File: src/rtl/wdw_pkg.sv
package wdw_pkg;
  localparam int CNT_W   = 7;
  localparam int WDATA_W = 13;
  localparam int SEL_W   = 2;

  typedef enum logic [1:0] {
    REG_CTRL = 2'd0,
    REG_CFG  = 2'd1,
    REG_STAT = 2'd2,
    REG_NONE = 2'd3
  } reg_sel_e;

  // Last prescaler count before a tick: period minus one.
  function automatic logic [31:0] tick_limit(int base_log2, logic [SEL_W-1:0] sel);
    return (32'd1 << (base_log2 + int'(sel))) - 32'd1;
  endfunction

  // Early-refresh rule: a refresh above the window is a violation.
  function automatic logic above_window(logic [CNT_W-1:0] cnt, logic [CNT_W-1:0] win);
    return cnt > win;
  endfunction
endpackage

File: src/rtl/wdw_prescaler.sv
module wdw_prescaler
  import wdw_pkg::*;
#(
  parameter int BASE_LOG2 = 12
) (
  input  logic             clk,
  input  logic             rst_n,
  input  logic             restart,
  input  logic [SEL_W-1:0] sel,
  output logic             tick
);
  localparam int PW = BASE_LOG2 + 3;

  logic [PW-1:0] cnt_q;
  logic [31:0]   lim;

  assign lim  = tick_limit(BASE_LOG2, sel);
  assign tick = !restart && ({{(32-PW){1'b0}}, cnt_q} >= lim);

  always_ff @(posedge clk or negedge rst_n) begin
    if (!rst_n)             cnt_q <= '0;
    else if (restart||tick) cnt_q <= '0;
    else                    cnt_q <= cnt_q + 1'b1;
  end

  AST_TICK_SPACED: assert property (@(posedge clk) disable iff (!rst_n)
    tick |=> !tick);
  AST_RESTART_HOLDS: assert property (@(posedge clk) disable iff (!rst_n)
    restart |=> !tick);
endmodule

File: src/rtl/wdw_counter.sv
module wdw_counter
  import wdw_pkg::*;
(
  input  logic             clk,
  input  logic             rst_n,
  input  logic             tick,
  input  logic             ctrl_wr,
  input  logic [CNT_W-1:0] wr_cnt,
  input  logic             wr_act,
  input  logic [CNT_W-1:0] win,
  output logic [CNT_W-1:0] cnt,
  output logic             act,
  output logic             hit_40,
  output logic             req
);
  logic [CNT_W-1:0] cnt_q;
  logic             act_q, req_q;
  logic             act_next, dec, timeout, early, low_write, req_d;

  assign act_next  = act_q | (ctrl_wr & wr_act);
  assign dec       = tick & !ctrl_wr;
  assign timeout   = dec & act_q & (cnt_q == 7'h40);
  assign early     = ctrl_wr & act_next & above_window(cnt_q, win);
  assign low_write = ctrl_wr & act_next & !wr_cnt[CNT_W-1];
  assign req_d     = timeout | early | low_write;
  assign hit_40    = dec & (cnt_q == 7'h41);

  always_ff @(posedge clk or negedge rst_n) begin
    if (!rst_n) begin
      cnt_q <= 7'h7F;
      act_q <= 1'b0;
      req_q <= 1'b0;
    end else begin
      act_q <= act_next;
      req_q <= req_d & !req_q;
      if (ctrl_wr)  cnt_q <= wr_cnt;
      else if (dec) cnt_q <= cnt_q - 1'b1;
    end
  end

  assign cnt = cnt_q;
  assign act = act_q;
  assign req = req_q;

  AST_ACT_STICKY: assert property (@(posedge clk) disable iff (!rst_n)
    act_q |=> act_q);
  AST_TIMEOUT_REQ: assert property (@(posedge clk) disable iff (!rst_n)
    (tick && !ctrl_wr && act_q && cnt_q == 7'h40) |=> req_q);
  AST_EARLY_REQ: assert property (@(posedge clk) disable iff (!rst_n)
    (ctrl_wr && (act_q || wr_act) && cnt_q > win && !req_q) |=> req_q);
  AST_STEP_DOWN: assert property (@(posedge clk) disable iff (!rst_n)
    (tick && !ctrl_wr) |=> cnt_q == $past(cnt_q) - 7'd1);
  AST_PULSE_ONE: assert property (@(posedge clk) disable iff (!rst_n)
    req_q |=> !req_q);
endmodule

File: src/rtl/win_watchdog.sv
module win_watchdog
  import wdw_pkg::*;
#(
  parameter int BASE_LOG2 = 12
) (
  input  logic               clk,
  input  logic               rst_n,
  input  logic               bus_wr,
  input  logic [1:0]         bus_word,
  input  logic [WDATA_W-1:0] bus_wdata,
  output logic [31:0]        bus_rdata,
  output logic               wdt_reset,
  output logic               wdt_irq
);
  reg_sel_e         sel;
  logic             ctrl_wr, cfg_wr, stat_wr;
  logic [CNT_W-1:0] win_q, cnt;
  logic [SEL_W-1:0] div_q;
  logic             ewi_q, flag_q, act, hit_40, tick;

  assign sel     = reg_sel_e'(bus_word);
  assign ctrl_wr = bus_wr && sel == REG_CTRL;
  assign cfg_wr  = bus_wr && sel == REG_CFG;
  assign stat_wr = bus_wr && sel == REG_STAT;

  always_ff @(posedge clk or negedge rst_n) begin
    if (!rst_n) begin
      win_q  <= 7'h7F;
      div_q  <= '0;
      ewi_q  <= 1'b0;
      flag_q <= 1'b0;
    end else begin
      if (cfg_wr) begin
        win_q <= bus_wdata[6:0];
        div_q <= bus_wdata[12:11];
        ewi_q <= ewi_q | bus_wdata[9];
      end
      if (hit_40)                       flag_q <= 1'b1;
      else if (stat_wr && !bus_wdata[0]) flag_q <= 1'b0;
    end
  end

  wdw_prescaler #(.BASE_LOG2(BASE_LOG2)) u_presc (
    .clk(clk), .rst_n(rst_n), .restart(ctrl_wr), .sel(div_q), .tick(tick)
  );

  wdw_counter u_cnt (
    .clk(clk), .rst_n(rst_n), .tick(tick), .ctrl_wr(ctrl_wr),
    .wr_cnt(bus_wdata[6:0]), .wr_act(bus_wdata[7]), .win(win_q),
    .cnt(cnt), .act(act), .hit_40(hit_40), .req(wdt_reset)
  );

  always_comb begin
    unique case (sel)
      REG_CTRL: bus_rdata = {24'd0, act, cnt};
      REG_CFG:  bus_rdata = {19'd0, div_q, 1'b0, ewi_q, 2'b00, win_q};
      REG_STAT: bus_rdata = {31'd0, flag_q};
      default:  bus_rdata = 32'd0;
    endcase
  end

  assign wdt_irq = flag_q & ewi_q;

  AST_FLAG_AT_40: assert property (@(posedge clk) disable iff (!rst_n)
    hit_40 |=> flag_q);
  AST_EWI_STICKY: assert property (@(posedge clk) disable iff (!rst_n)
    ewi_q |=> ewi_q);
  AST_FLAG_KEEP: assert property (@(posedge clk) disable iff (!rst_n)
    (flag_q && !(stat_wr && !bus_wdata[0])) |=> flag_q);
endmodule

File: config.mk
export PLATFORM = sky130hd
export DESIGN_NAME = win_watchdog
export DESIGN_NICKNAME = d
export VERILOG_FILES = /design/src/rtl/wdw_pkg.sv /design/src/rtl/wdw_prescaler.sv /design/src/rtl/wdw_counter.sv /design/src/rtl/win_watchdog.sv
export SDC_FILE = /design/constraint.sdc
export NUM_CORES = 1
export LEC_CHECK = 0
export BUFFER_PORTS_ARGS = -buffer_cell sky130_fd_sc_hd__buf_2
export CAP_MARGIN = 5
export CELL_PAD_IN_SITES_DETAIL_PLACEMENT = 0
export CELL_PAD_IN_SITES_GLOBAL_PLACEMENT = 1
export CORE_ASPECT_RATIO = 2
export CORE_UTILIZATION = 30
export CTS_CLUSTER_DIAMETER = 80
export CTS_CLUSTER_SIZE = 12
export DETAILED_ROUTE_END_ITERATION = 12
export PLACE_DENSITY = 0.73
export SLEW_MARGIN = 20
export SYNTH_ARGS = -nofsm -noshare
export SYNTH_HDL_FRONTEND = slang
export SYNTH_HIERARCHICAL = 1
export SYNTH_SLANG_ARGS = --single-unit
File: constraint.sdc
create_clock -name clk -period 2.65 [get_ports clk]
set_input_delay 0.1325 -clock clk [delete_from_list [all_inputs] [get_ports clk]]
set_output_delay 0.1325 -clock clk [all_outputs]
set_load 0.01 [all_outputs]
After elaboration in Yosys (flattened, before gate mapping)
Index checks and enable logic that the tools add are counted.
{"block": "totals", "regBits": 35, "inputBits": 18, "wordCells": 52, "out_inout_bits": 34}
{"block": "op_classes", "n_reduce_logical": 13, "n_lt_le_gt_ge": 2, "bitwise": 14, "shift": 1, "n_addsub": 4, "n_eq_ne": 4, "mux": 6}
{"op": "$pmux 13 s3", "n": 1}
{"op": "$ge 15x32->1", "n": 1}
{"op": "$shl 1x32->32 const A", "n": 1}
{"op": "$sub 32x1->32 const B", "n": 1}
{"op": "$add 15x1->15 const B", "n": 1}
{"op": "$mux 15", "n": 1}
{"op": "$eq 7x7->1 const B", "n": 2}
{"op": "$mux 7", "n": 2}
{"op": "$and 1x1->1", "n": 10}
{"op": "$gt 7x7->1", "n": 1}
{"op": "$sub 7x1->7 const B", "n": 1}
{"op": "$add 4x2->5 const A", "n": 1}
{"op": "$logic_and 1x1->1", "n": 5}
{"op": "$logic_not 1->1", "n": 4}
{"op": "$or 1x1->1", "n": 4}
{"op": "$reduce_bool 2->1", "n": 2}
{"op": "$eq 2x1->1 const B", "n": 1}
{"op": "$eq 2x2->1 const B", "n": 1}
{"op": "$logic_not 2->1", "n": 1}
{"op": "$mux 1", "n": 2}
{"op": "$logic_or 1x1->1", "n": 1}

Depth between registers and ports, before layout
{"block": "depth", "word_depth": 11, "depth_mapped": 11, "ltp_nobuf": 11}

Cells and area by module
The synthesis kept the hierarchy.
{"module": "wdw_prescaler", "cells_each": 89, "area_per_inst_um2": 855.8, "seq_area_each_um2": 375.4, "n_inst": 1}
{"module": "win_watchdog", "cells_each": 70, "area_per_inst_um2": 760.7, "seq_area_each_um2": 284.0, "n_inst": 1}
{"module": "wdw_counter", "cells_each": 76, "area_per_inst_um2": 670.6, "seq_area_each_um2": 234.0, "n_inst": 1}

Worst setup path after synthesis
No wires, ideal clock.
{"block": "synth_timing", "path_type": "reg-to-reg", "from": "register u_presc.cnt_q[0]", "to": "register u_cnt.cnt_q[5], in the netlist u_cnt/cnt[5]", "required_time_ps": 2562, "path_slack_ps": 244, "path_buffers": 0, "path_stages_with_launch": 10, "arrival_ps": 2318, "setup_ps": 88, "period_less_slack_ps": 2406, "path_cell_list": "dfrtp_1 -> ha_1 -> nand3_1 -> nor4_4 -> a21oi_1 -> nor3_1 -> or3b_1 -> nor4_2 -> xnor2_1 -> o21ai_1"}
{"block": "synth_between", "elab_chain_cells": 4}
{"element": "start, declared", "line_no": "wdw_prescaler.sv:14", "text": "logic [PW-1:0] cnt_q;"}
{"element": "start signal, assigned", "line_no": "wdw_prescaler.sv:23", "text": "else cnt_q <= cnt_q + 1'b1;"}
{"element": "$ge 15x32->1", "line_no": "wdw_prescaler.sv:18", "text": "assign tick = !restart && ({{(32-PW){1'b0}}, cnt_q} >= lim);"}
{"element": "$logic_and 1x1->1", "line_no": "wdw_prescaler.sv:18"}
{"element": "via tick", "line_no": "win_watchdog.sv:19", "text": "logic ewi_q, flag_q, act, hit_40, tick;"}
{"element": "$and 1x1->1", "line_no": "wdw_counter.sv:21", "text": "assign dec = tick & !ctrl_wr;"}
{"element": "$reduce_bool 2->1 (no source line)"}
{"element": "end signal, assigned", "line_no": "wdw_counter.sv:36", "text": "if (ctrl_wr) cnt_q <= wr_cnt;"}
{"element": "end signal, assigned", "line_no": "wdw_counter.sv:37", "text": "else if (dec) cnt_q <= cnt_q - 1'b1;"}
{"element": "end, declared", "line_no": "wdw_counter.sv:16", "text": "logic [CNT_W-1:0] cnt_q;"}
The timed path passes the listed nets, and every way through them passes these cells.
A chain may end at the register's enable or synchronous reset.

Worst setup path in the final report
{"block": "layout_timing", "from": "register div_q[1]", "to": "register u_cnt.cnt_q[5], in the netlist u_cnt/cnt[5]"}
{"block": "layout_between", "elab_chain_cells": 7}
{"element": "start, declared", "line_no": "win_watchdog.sv:18", "text": "logic [SEL_W-1:0] div_q;"}
{"element": "start signal, assigned", "line_no": "win_watchdog.sv:35", "text": "div_q <= bus_wdata[12:11];"}
{"element": "$add 4x2->5", "line_no": "wdw_pkg.sv:15", "text": "return (32'd1 << (base_log2 + int'(sel))) - 32'd1;"}
{"element": "$shl 1x32->32", "line_no": "wdw_pkg.sv:15"}
{"element": "$sub 32x1->32", "line_no": "wdw_pkg.sv:15"}
{"element": "$ge 15x32->1", "line_no": "wdw_prescaler.sv:18"}
{"element": "$logic_and 1x1->1", "line_no": "wdw_prescaler.sv:18"}
{"element": "via tick", "line_no": "win_watchdog.sv:19"}
{"element": "$and 1x1->1", "line_no": "wdw_counter.sv:21"}
{"element": "$reduce_bool 2->1 (no source line)"}
The timed path passes the listed nets, and every way through them passes these cells.

==> metrics.cfg <==
[synthesis]
synth-seq-cells = 35
syn_area_per_cell_um2 = 9.73
ys_seq_area_frac = 0.391
syn_area_um2 = 2290
synth_edf_count = 0
async_flop_share = 1.00
synth_cell_types = 42
synth_ff_type = dfrtp_1
ys_warn_count = 6
synthesis.instances = 235

[grt]
antenna_found_initial = 0
grt_pass1_vias = 1704
track_usage = 0.127
grt_first_pass_wirelength_um = 7750
grt_overflow_total = 0
grt_max_degree = 36

[critical_path]
path_cells = nand2_1, inv_1, ha_1, and4_1, a21oi_1, nor3_1, or3b_1, nor4_2, xnor2_1, o21ai_1
cp-start-kind = flop
path_delay_family = simple AND/OR/NAND/NOR gates
criticalPathCategory = reg -> reg
slowest_delay_ps = 430
critPathBufInv = 1
critPathSlowestCell = or3b_1
crit_arrival_ps = 2440
critical_path.max_fanout = 6
required_ps = 2860
critPathCaptureType = flop

[route]
dr.first_iter.drc_count = 43
ant_nets = 0
firstDrtPassIters = 4
drcViolationCount = 0
num_vias = 1650
routed_wl_um = 4500
routedWlPerCell_um = 12.4
routed_via_density = 4.56

[placement]
dp_hpwl_um = 3370
port_buffers = 28
gp_congestion = 0.761

[floorplanning]
rows = 44
coreArea_um2 = 7320
die_width_um = 63.7
die-area_um2 = 8000
die_y_um = 125
start_util = 0.312
boundaryPins = 52

[sta]
hold_viol = 0
slew_headroom = 0.465
fmax_mhz = 448
rsz0062_at_grt = false
post-route-min-period_ps = 2230
finClkSkew_ps = 8.01
drv_slew = 0
setup_viol = 0
tightestPinTransition_ps = 803
setup_tns_ps = 0
finalCritPeriodShare = 0.843

[status]
status = complete, no violations

[layout]
mostFrequentLayoutCells = nor2_1, buf_2, conb_1, dfrtp_1, inv_1
areaGrowthSynthToFinish_pct = 13.9
diodes = 0
fill_cells = 743
nets = 302
drive_gt1_frac = 0.252
fin_util = 0.356

[cts]
post_cts_resized = 0
cts-buffers-inserted = 5
clkSinkCount = 35
htree_num_levels = 2
cts_hold_buffers = 1
cts_buffer_depth = 2
cts_setup_buffers = 0
cts_tree = done
insertion_delay_ps = 280
path_clk_slew_ps = 60
cts_root_buffer = clkbuf_16

[pwr]
ir_drop_v = 0.000249
powerDensity_nw_per_um2 = 630
leakage_nw = 1.20

[run]
drv_cap = 0

[min_path]
hp-class = in -> reg

## layer usage
metal  vias up  share of wire  global-route usage
li1        830              -                   -
met1       775           0.36               0.110
met2        39           0.58               0.255
met3         6          0.034              0.0265
met4         0          0.022              0.0642
met5         -              0                   0
## cells by family after synthesis
family,count (synthesis),synth area share
AND/OR/NAND/NOR,82,0.199
buffers and inverters,42,0.110
flip-flops,35,0.391
AO/OA/AOI/OAI,26,0.0733
XOR/XNOR,18,0.0689
multiplexers,16,0.0749
adder cells (fa/ha/maj),15,0.0821
other,1,0.00164
## final cells by class
cell class / instances / area [µm²] / share of cell area
multi-input cells: 178 / 1220 / 0.469
flip-flops and latches: 35 / 893 / 0.343
repair buffers: 32 / 173 / 0.0663
clock buffers: 7 / 133 / 0.0509
well taps: 92 / 115 / 0.0442
inverters: 17 / 63.8 / 0.0245
clock inverters: 1 / 5.00 / 0.00192
## per-stage QoR
step / setup WS, ps / hold WS, ps / cells / total power, mW / instance area [µm²]
after floorplan: 244 / -163 / 255 / 1.01 / 2360
after global placement: 433 / 273 / 353 / 1.09 / 2460
after detailed placement: 412 / 273 / 353 / 1.10 / 2460
after CTS: 382 / 51.6 / 362 / 1.67 / 2610
after global routing: 228 / 74.2 / 362 / 1.77 / 2610
final: 416 / 58.3 / 362 / 1.64 / 2610
## worst paths after layout
check / cells after the start / to / slack [ps] / startpoint
min in group asynchronous: 2 / flag_q$_DFFE_PN0P_ / 480 / rst_n
max in group asynchronous: 2 / u_presc/cnt_q[5]$_DFF_PN0_ / 1660 / rst_n
worst min register to register: 1 / u_presc/cnt_q[0]$_DFF_PN0_ / 460 / u_presc/cnt_q[0]$_DFF_PN0_
worst min-delay path: 3 / u_cnt/cnt[5]$_DFFE_PN1P_ / 60 / bus_wdata[5]
worst max register to register: 10 / u_cnt/cnt[5]$_DFFE_PN1P_ / 420 / div_q[1]$_DFFE_PN0P_
worst max-delay path: 10 / u_cnt/cnt[5]$_DFFE_PN1P_ / 420 / div_q[1]$_DFFE_PN0P_
## report_power, final
group / internal, mW / switching (mW) / leakage [nW]
registers: 0.644 / 0.0906 / 0.418
clock network: 0.347 / 0.208 / 0.0679
logic: 0.161 / 0.192 / 0.710
## flip-flops by register name (all words and copies together), names as in the netlist
signal         count
u_cnt/req          1
win_q              7
div_q              2
ewi_q              1
u_cnt/cnt          7
u_cnt/act          1
flag_q             1
u_presc/cnt_q     15
## cells in the mapped netlist (6+ instances only)
cell type  count  area share
nor2_1        28       0.046
buf_4         21       0.069
dfrtp_1       21        0.23
inv_1         17       0.028
nand2_1       16       0.026
ha_1          15       0.082
xnor2_1       15       0.057
dfstp_2       14        0.16
mux2_2         9       0.044
o21ai_0        9       0.020
mux2i_1        7       0.031
a21oi_1        6       0.013
nand3_1        6       0.013
## worst reg2reg max path, stage by stage (launching register included)
cell and delay [ps]:
dfrtp_1 420, nand2_1 120, inv_1 50, ha_1 280
and4_1 210, a21oi_1 80, nor3_1 170, or3b_1 430
nor4_2 180, xnor2_1 150, o21ai_1 70
No activity file was read; power rests on OpenSTA's default activity.
